[src/rtl/hdlc_irq_pkg.sv]
package hdlc_irq_pkg;
   localparam int unsigned STAT_W   = 8;
   localparam int unsigned B_GOAHD  = 7;
   localparam int unsigned B_EOPWR  = 6;
   localparam int unsigned B_TXEOP  = 5;
   localparam int unsigned B_EOPRD  = 4;
   localparam int unsigned B_TXLOW  = 3;
   localparam int unsigned B_ABUND  = 2;
   localparam int unsigned B_RXFULL = 1;
   localparam int unsigned B_RXOVFL = 0;
   typedef logic [STAT_W-1:0] stat_vec_t;
endpackage

[src/rtl/hdlc_abort_qual.sv]
module hdlc_abort_qual #(
   parameter int unsigned MIN_BITS = 26
) (
   input  logic clk,
   input  logic rst_n,
   input  logic rx_bit_i,
   input  logic rx_flag_i,
   input  logic rx_abort_i,
   output logic abort_ok_o
);
   localparam int unsigned CNT_W = (MIN_BITS < 2) ? 1 : $clog2(MIN_BITS + 1);
   localparam logic [CNT_W-1:0] CNT_MAX = {CNT_W{1'b1}};
   localparam logic [CNT_W-1:0] CNT_MIN = CNT_W'(MIN_BITS);

   generate
      if (MIN_BITS == 0) begin : g_nocount
         assign abort_ok_o = rx_abort_i;
      end else begin : g_count
         logic [CNT_W-1:0] cnt_q;
         always_ff @(posedge clk) begin
            if (!rst_n)
               cnt_q <= '0;
            else if (rx_flag_i)
               cnt_q <= '0;
            else if (rx_bit_i && (cnt_q != CNT_MAX))
               cnt_q <= cnt_q + CNT_W'(1);
         end
         assign abort_ok_o = rx_abort_i && (cnt_q >= CNT_MIN);


         flag_restart_chk: assert property (@(posedge clk) disable iff (!rst_n)
            rx_flag_i |=> (cnt_q == '0));

         count_step_chk: assert property (@(posedge clk) disable iff (!rst_n)
            (rx_bit_i && !rx_flag_i && cnt_q != CNT_MAX) |=> (cnt_q == $past(cnt_q) + CNT_W'(1)));

         count_sat_chk: assert property (@(posedge clk) disable iff (!rst_n)
            (cnt_q == CNT_MAX && !rx_flag_i) |=> (cnt_q == CNT_MAX));
      end
   endgenerate
endmodule

[src/rtl/hdlc_irq_status.sv]
module hdlc_irq_status
   import hdlc_irq_pkg::*;
(
   input  logic      clk,
   input  logic      rst_n,
   input  stat_vec_t evt_i,
   input  logic      rd_i,
   output stat_vec_t stat_o
);
   generate
      for (genvar i = 0; i < STAT_W; i++) begin : g_bit
         logic bit_q;
         always_ff @(posedge clk) begin
            if (!rst_n)
               bit_q <= 1'b0;
            else
               bit_q <= evt_i[i] | (bit_q & ~rd_i);
         end
         assign stat_o[i] = bit_q;


         evt_set_chk: assert property (@(posedge clk) disable iff (!rst_n)
            evt_i[i] |=> stat_o[i]);

         sticky_chk: assert property (@(posedge clk) disable iff (!rst_n)
            (stat_o[i] && !rd_i) |=> stat_o[i]);

         rd_clear_chk: assert property (@(posedge clk) disable iff (!rst_n)
            (rd_i && !evt_i[i]) |=> !stat_o[i]);
      end
   endgenerate
endmodule

[src/rtl/hdlc_irq_mask.sv]
module hdlc_irq_mask
   import hdlc_irq_pkg::*;
(
   input  logic      clk,
   input  logic      rst_n,
   input  logic      we_i,
   input  stat_vec_t wdata_i,
   output stat_vec_t mask_o
);
   stat_vec_t mask_q;
   always_ff @(posedge clk) begin
      if (!rst_n)
         mask_q <= '0;
      else if (we_i)
         mask_q <= wdata_i;
   end
   assign mask_o = mask_q;


   mask_load_chk: assert property (@(posedge clk) disable iff (!rst_n)
      we_i |=> (mask_o == $past(wdata_i)));

   mask_hold_chk: assert property (@(posedge clk) disable iff (!rst_n)
      !we_i |=> $stable(mask_o));
endmodule

[src/rtl/hdlc_irq_ctrl.sv]
module hdlc_irq_ctrl
   import hdlc_irq_pkg::*;
#(
   parameter int unsigned ABORT_MIN_BITS = 26
) (
   input  logic       clk,
   input  logic       rst_n,
   input  logic       go_ahead_i,
   input  logic       eop_wr_i,
   input  logic       tx_eop_i,
   input  logic       eop_rd_i,
   input  logic       tx_low_i,
   input  logic       rx_abort_i,
   input  logic       tx_underrun_i,
   input  logic       rx_full_i,
   input  logic       rx_ovfl_i,
   input  logic       rx_bit_i,
   input  logic       rx_flag_i,
   input  logic       abort_sel_i,
   input  logic       mask_we_i,
   input  logic [7:0] mask_wdata_i,
   input  logic       stat_rd_i,
   output logic [7:0] stat_q_o,
   output logic [7:0] mask_q_o,
   output logic       irq_o
);
   generate
      if (STAT_W != 8) begin : g_bad_width
         $error("status width must be 8");
      end
      if (ABORT_MIN_BITS > 4096) begin : g_bad_min
         $error("abort minimum out of range");
      end
   endgenerate

   logic      abort_ok;
   stat_vec_t evt;
   stat_vec_t stat;
   stat_vec_t mask;

   hdlc_abort_qual #(.MIN_BITS(ABORT_MIN_BITS)) u_qual (
      .clk        (clk),
      .rst_n      (rst_n),
      .rx_bit_i   (rx_bit_i),
      .rx_flag_i  (rx_flag_i),
      .rx_abort_i (rx_abort_i),
      .abort_ok_o (abort_ok)
   );

   always_comb begin
      evt           = '0;
      evt[B_GOAHD]  = go_ahead_i;
      evt[B_EOPWR]  = eop_wr_i;
      evt[B_TXEOP]  = tx_eop_i;
      evt[B_EOPRD]  = eop_rd_i;
      evt[B_TXLOW]  = tx_low_i;
      evt[B_ABUND]  = abort_sel_i ? tx_underrun_i : abort_ok;
      evt[B_RXFULL] = rx_full_i;
      evt[B_RXOVFL] = rx_ovfl_i;
   end

   hdlc_irq_status u_stat (
      .clk    (clk),
      .rst_n  (rst_n),
      .evt_i  (evt),
      .rd_i   (stat_rd_i),
      .stat_o (stat)
   );

   hdlc_irq_mask u_mask (
      .clk     (clk),
      .rst_n   (rst_n),
      .we_i    (mask_we_i),
      .wdata_i (mask_wdata_i),
      .mask_o  (mask)
   );

   assign stat_q_o = stat;
   assign mask_q_o = mask;
   assign irq_o    = |(stat & mask);


   sel_abort_chk: assert property (@(posedge clk) disable iff (!rst_n)
      (!stat_q_o[B_ABUND] && !abort_sel_i && !rx_abort_i) |=> !stat_q_o[B_ABUND]);

   sel_under_chk: assert property (@(posedge clk) disable iff (!rst_n)
      (!stat_q_o[B_ABUND] && abort_sel_i && !tx_underrun_i) |=> !stat_q_o[B_ABUND]);

   masked_quiet_chk: assert property (@(posedge clk) disable iff (!rst_n)
      (mask_q_o == '0 && !mask_we_i) |=> !irq_o);
endmodule

[config.mk]
export PLATFORM = sky130hd
export DESIGN_NAME = hdlc_irq_ctrl
export DESIGN_NICKNAME = d
export VERILOG_FILES = /design/src/rtl/hdlc_irq_pkg.sv /design/src/rtl/hdlc_abort_qual.sv /design/src/rtl/hdlc_irq_status.sv /design/src/rtl/hdlc_irq_mask.sv /design/src/rtl/hdlc_irq_ctrl.sv
export SDC_FILE = /design/constraint.sdc
export NUM_CORES = 1
export LEC_CHECK = 0
export BUFFER_PORTS_ARGS = -buffer_cell sky130_fd_sc_hd__buf_4
export CORE_MARGIN = 2
export CORE_UTILIZATION = 35
export CTS_BUF_LIST = sky130_fd_sc_hd__clkbuf_4 sky130_fd_sc_hd__clkbuf_8 sky130_fd_sc_hd__clkbuf_16
export DETAILED_ROUTE_END_ITERATION = 10
export GPL_TIMING_DRIVEN = 0
export HOLD_SLACK_MARGIN = 0.03
export PLACE_DENSITY = 0.6
export SLEW_MARGIN = 10
export SYNTH_ARGS = -nofsm -noshare
export SYNTH_HDL_FRONTEND = slang
export SYNTH_SLANG_ARGS = --single-unit
[constraint.sdc]
create_clock -name clk -period 4.05 [get_ports clk]
set_input_delay 0.405 -clock clk [delete_from_list [all_inputs] [get_ports clk]]
set_output_delay 0.405 -clock clk [all_outputs]
set_load 0.05 [all_outputs]
# Yosys cells after proc, flatten, opt, wreduce, memory -nomap -nowiden
# Cells that the tools add are included.
# word_totals
reg_bits	21
output_inout_bits	17
elab_cells	37
# op_classes
add_sub_neg	1
order_cmp	1
n_eq_ne	1
mux	1
bitwise_logic	19
reduce_logical	4
# ops
op	n
1-bit AND	8
8-bit AND	1
1-bit bitwise OR	8
8-bit OR reduction	1
5-bit by 1-bit adder with 5-bit output, second input constant	1
5-bit >= comparator, second input constant	1
5-bit inequality test, second input constant	1
1-bit logical AND	2
1-bit inverter	2
2-bit OR reduction	1
1-bit two-way mux	1

# Longest topological paths before layout
# logic_depth
depth_word	4
mapped_depth	6
mapped_depth_nobuf	6

# By module
# Synthesis repeated with hierarchy kept, for this count alone.
# hier_totals
cells_unflattened	94
area_unflattened_um2	955.9
# by_module_without_submodules
mod	n_inst	cells_each	area_each_um2	seq_area_each_um2
hdlc_irq_status	1	33	335.3	160.2
hdlc_irq_mask	1	25	301.5	160.2
hdlc_abort_qual	1	30	267.8	100.1
hdlc_irq_ctrl	1	6	51.3	0.0

# Worst setup path after synthesis
# OpenSTA, ideal clock, no wires.
# synth_path
kind	register to output
from	register u_mask.mask_q[0] (netlist: u_mask.mask_o[0])
to	output port irq_o
arrival_time_ps	1240
required_time_ps	3645
slack_ps	2405
path_stages_with_launch	3
n_path_buf	0
cell_sequence	dfxtp_1 > a22oi_1 > nand4_1
# synth_between
elab_chain_len	2
# synth_rtl
element	line	rtl
start: declaration	hdlc_irq_mask.sv:10	stat_vec_t mask_q;
start signal: assignment	hdlc_irq_mask.sv:15	mask_q <= wdata_i;
8-bit AND	hdlc_irq_ctrl.sv:80	assign irq_o = |(stat & mask);
8-bit OR reduction	hdlc_irq_ctrl.sv:80	
end: declaration	hdlc_irq_ctrl.sv:25	output logic irq_o
# No other way between the ends.

# Worst setup path in the final report
# layout_path
from	register u_qual.g_count.cnt_q[0]
to	register u_qual.g_count.cnt_q[3]
# layout_between
elab_chain_len	2
# layout_rtl
element	line	rtl
start: declaration	hdlc_abort_qual.sv:19	logic [CNT_W-1:0] cnt_q;
start signal: assignment	hdlc_abort_qual.sv:26	cnt_q <= cnt_q + CNT_W'(1);
branches (longest 2 deep; another with 5-bit by 1-bit adder with 5-bit output)	--	
# Several ways; the timed one is not identified.
# A chain may end at the register's enable or synchronous reset.

==> flow_summary.json <==
{
  "antenna_found_initial": 0,
  "drv_cap": 0,
  "skew_ns": 0.00115,
  "maxSlewViolCount": 0,
  "start_kind": "flip-flop",
  "dp_hpwl_mm": 1.60,
  "syn-num-nets": 121,
  "yosys.area.top_type_share_pct": 44.6,
  "dieWidth_um": 55.9,
  "die_h_um": 55.9,
  "cts-htree-levels": 1,
  "dieArea_um2": 3120,
  "drt_pass1_iterations": 4,
  "synthMuxAreaShare_pct": 8.50,
  "yosys-top-cells-count": "dfxtp_1, nor2b_1, buf_4, mux2i_1, o21a_1",
  "synth_top_family_by_area": "simple AND/OR/NAND/NOR gates",
  "row_count": 18,
  "critPathMaxFanout": 4,
  "path_clk_slew_ns": 0.12,
  "synthArstFlopShare_pct": 0,
  "clock_latency_ns": 0.29,
  "clkSinkCount": 21,
  "post-place-ws_ns": 2.41,
  "synthSimpleGateAreaFrac_pct": 20.8,
  "grt_pass1_wl_mm": 3.39,
  "start_util_pct": 37.4,
  "cp.required_ns": 4.29,
  "first_global_vias": 771,
  "ios": 41,
  "gp_congestion": 0.721,
  "antenna_left": 0,
  "yosysMostFrequentCell": "dfxtp_1",
  "multi_input_area_um2": 445,
  "synth.ff_latch_count": 21,
  "fin_ws_ns": 2.40,
  "rsz0062_at_grt": "false",
  "ir_drop_mv": 0.188,
  "crit_path_end_kind": "flip-flop",
  "synth-edff-count": 0,
  "wire_per_inst_um": 12.0,
  "cts_buffers": 3,
  "dr_total_vias": 774,
  "grt_max_degree": 13,
  "cts_tree": "yes",
  "io_buffers": 39,
  "min_path_type": "in2reg",
  "clock-root-buffer": "clkbuf_4",
  "synth_xor_area_share_pct": 1.86,
  "tightest_slew_ns": 0.435,
  "drtIter0Drc": 14,
  "cpMostUsedCell": "ha_1",
  "clock.fmax_mhz": 606,
  "ctsHoldBuffers": 0,
  "outcome": "complete, no violations",
  "drc_errors": 0,
  "cp.arrival_ns": 1.89,
  "synth-adder-area-share_pct": 3.98,
  "max_stage_delay_ns": 0.36,
  "post-route-period-util_pct": 40.7,
  "fp.coreArea_um2": 2520,
  "nets": 165,
  "cp_slowest_cell": "dfxtp_1",
  "p_leak_nw": 0.605,
  "area_delta_synth_final_pct": 38.0,
  "setup_tns_ns": 0,
  "seq_area_um2": 420,
  "clk_path_buf_depth": 2,
  "syn_inst": 94,
  "fillers": 259,
  "yosysTopAreaCell": "dfxtp_1",
  "ys_seq_area_share_pct": 44.6,
  "cts_resized": 0,
  "hold_violations": 0,
  "yosysUniqueCellTypes": 29,
  "vias_per_cell": 4.63,
  "synth_area_leaders": "dfxtp_1, nor2b_1, mux2i_1, buf_4, o21a_1",
  "finalSetupViolations": 0,
  "diodes": 0,
  "instances_no_fill": 167,
  "yosysWarnings": 0,
  "crit_path_cell_trace": "ha_1 > and3_1 > ha_1 > nand2b_4 > or3_1 > a21oi_1",
  "post_cts_buffers": 0,
  "grt.overflow.total": 0,
  "syn_area_um2": 942,
  "max-slew-margin-rel_pct": 71.0,
  "p_per_area_nw_per_um2": 335,
  "track_usage_pct": 13.5,
  "drive_above_1_share_pct": 39.4,
  "crit_type": "reg2reg",
  "dp_cells": 163,
  "period_minus_slack_ns": 1.65,
  "synth_flop_cell": "dfxtp_1",
  "synth_compound_area_share_pct": 12.1,
  "syn-mean-instance-area_um2": 10.0,
  "routed_wl_mm": 2.00
}
## metrics by stage
step                hold WS [ns]  total power [mW]  util [%]  instance area, um2
floorplan                  0.454             0.300         -                 942
global placement           0.472             0.341      50.4                1270
detailed placement         0.477             0.343      50.4                1270
CTS                        0.300             0.443      51.5                1300
global route               0.284             0.463      51.5                1300
finish                     0.310             0.436      51.5                1300
## cells by family (layout without fill, tap and decap cells)
kind of cell    Yosys count  count (layout)
simple gates             32              32
flops                    21              21
compound gates           16              16
buf+inv                  12              55
mux                       8               8
fa+ha+maj                 3               3
xor+xnor                  2               2
## critical path, delay by kind of cell, from the launching register on
family,cells,cell delay (ns)
DFF,1,0.36
and+or+nand+nor,3,0.68
AOI/OAI and AO/OA,1,0.14
adders and majority gates,2,0.42
## cells in the final DEF, fill, tap and decap left out, types with 2 or more instances in the layout
master	netlist	layout
o21a_1	7	7
mux2i_1	8	8
buf_4	8	47
nor2_1	3	3
inv_1	2	2
nor2b_1	15	15
ha_1	3	3
clkbuf_4	0	3
nand2_1	3	3
a22oi_1	4	4
a21oi_1	2	2
dfxtp_1	21	21
## worst paths after layout
check	start	to	slack, ns	cells past startpoint
setup / recovery	u_qual.g_count.cnt_q[0]$_SDFFE_PP0P_	u_qual.g_count.cnt_q[3]$_SDFFE_PP0P_	2.40	6
setup reg to reg	u_qual.g_count.cnt_q[0]$_SDFFE_PP0P_	u_qual.g_count.cnt_q[3]$_SDFFE_PP0P_	2.40	6
hold reg to reg	u_qual.g_count.cnt_q[4]$_SDFFE_PP0P_	u_qual.g_count.cnt_q[4]$_SDFFE_PP0P_	0.49	2
hold / removal	tx_low_i	u_stat.g_bit[3].bit_q$_SDFF_PN0_	0.31	2
## cell type report
| type | instances | area share [%] |
|---|---|---|
| Clock inverter | 1 | 0.385 |
| Inverter | 2 | 0.577 |
| Tap cell | 30 | 2.89 |
| Buffer | 10 | 5.29 |
| Sequential cell | 21 | 32.3 |
| Clock buffer | 3 | 1.73 |
| Timing Repair Buffer | 39 | 22.5 |
| Multi-Input combinational cell | 61 | 34.3 |
## report_power, final
| part | internal, mW | total, mW | switching (mW) |
|---|---|---|---|
| Clock | 0.0367 | 0.0991 | 0.0624 |
| Combinational | 0.0487 | 0.111 | 0.0625 |
| Sequential | 0.217 | 0.226 | 0.00824 |
| Total | 0.303 | 0.436 | 0.133 |
## layer usage
metal / wire, um / vias to the layer above / global-route usage (%)
met5: 0 / - / 0
met4: 14 / 0 / 4.08
met3: 111 / 2 / 3.26
met2: 962 / 21 / 22.3
met1: 914 / 351 / 17.4
li1: - / 400 / -
## state kept, by name, indices dropped and copies added (netlist names)
register              count
u_stat.g_bit.bit_q        8
u_qual.g_count.cnt_q      5
u_mask.mask_o             8
No activity file was read; power rests on OpenSTA's default activity.
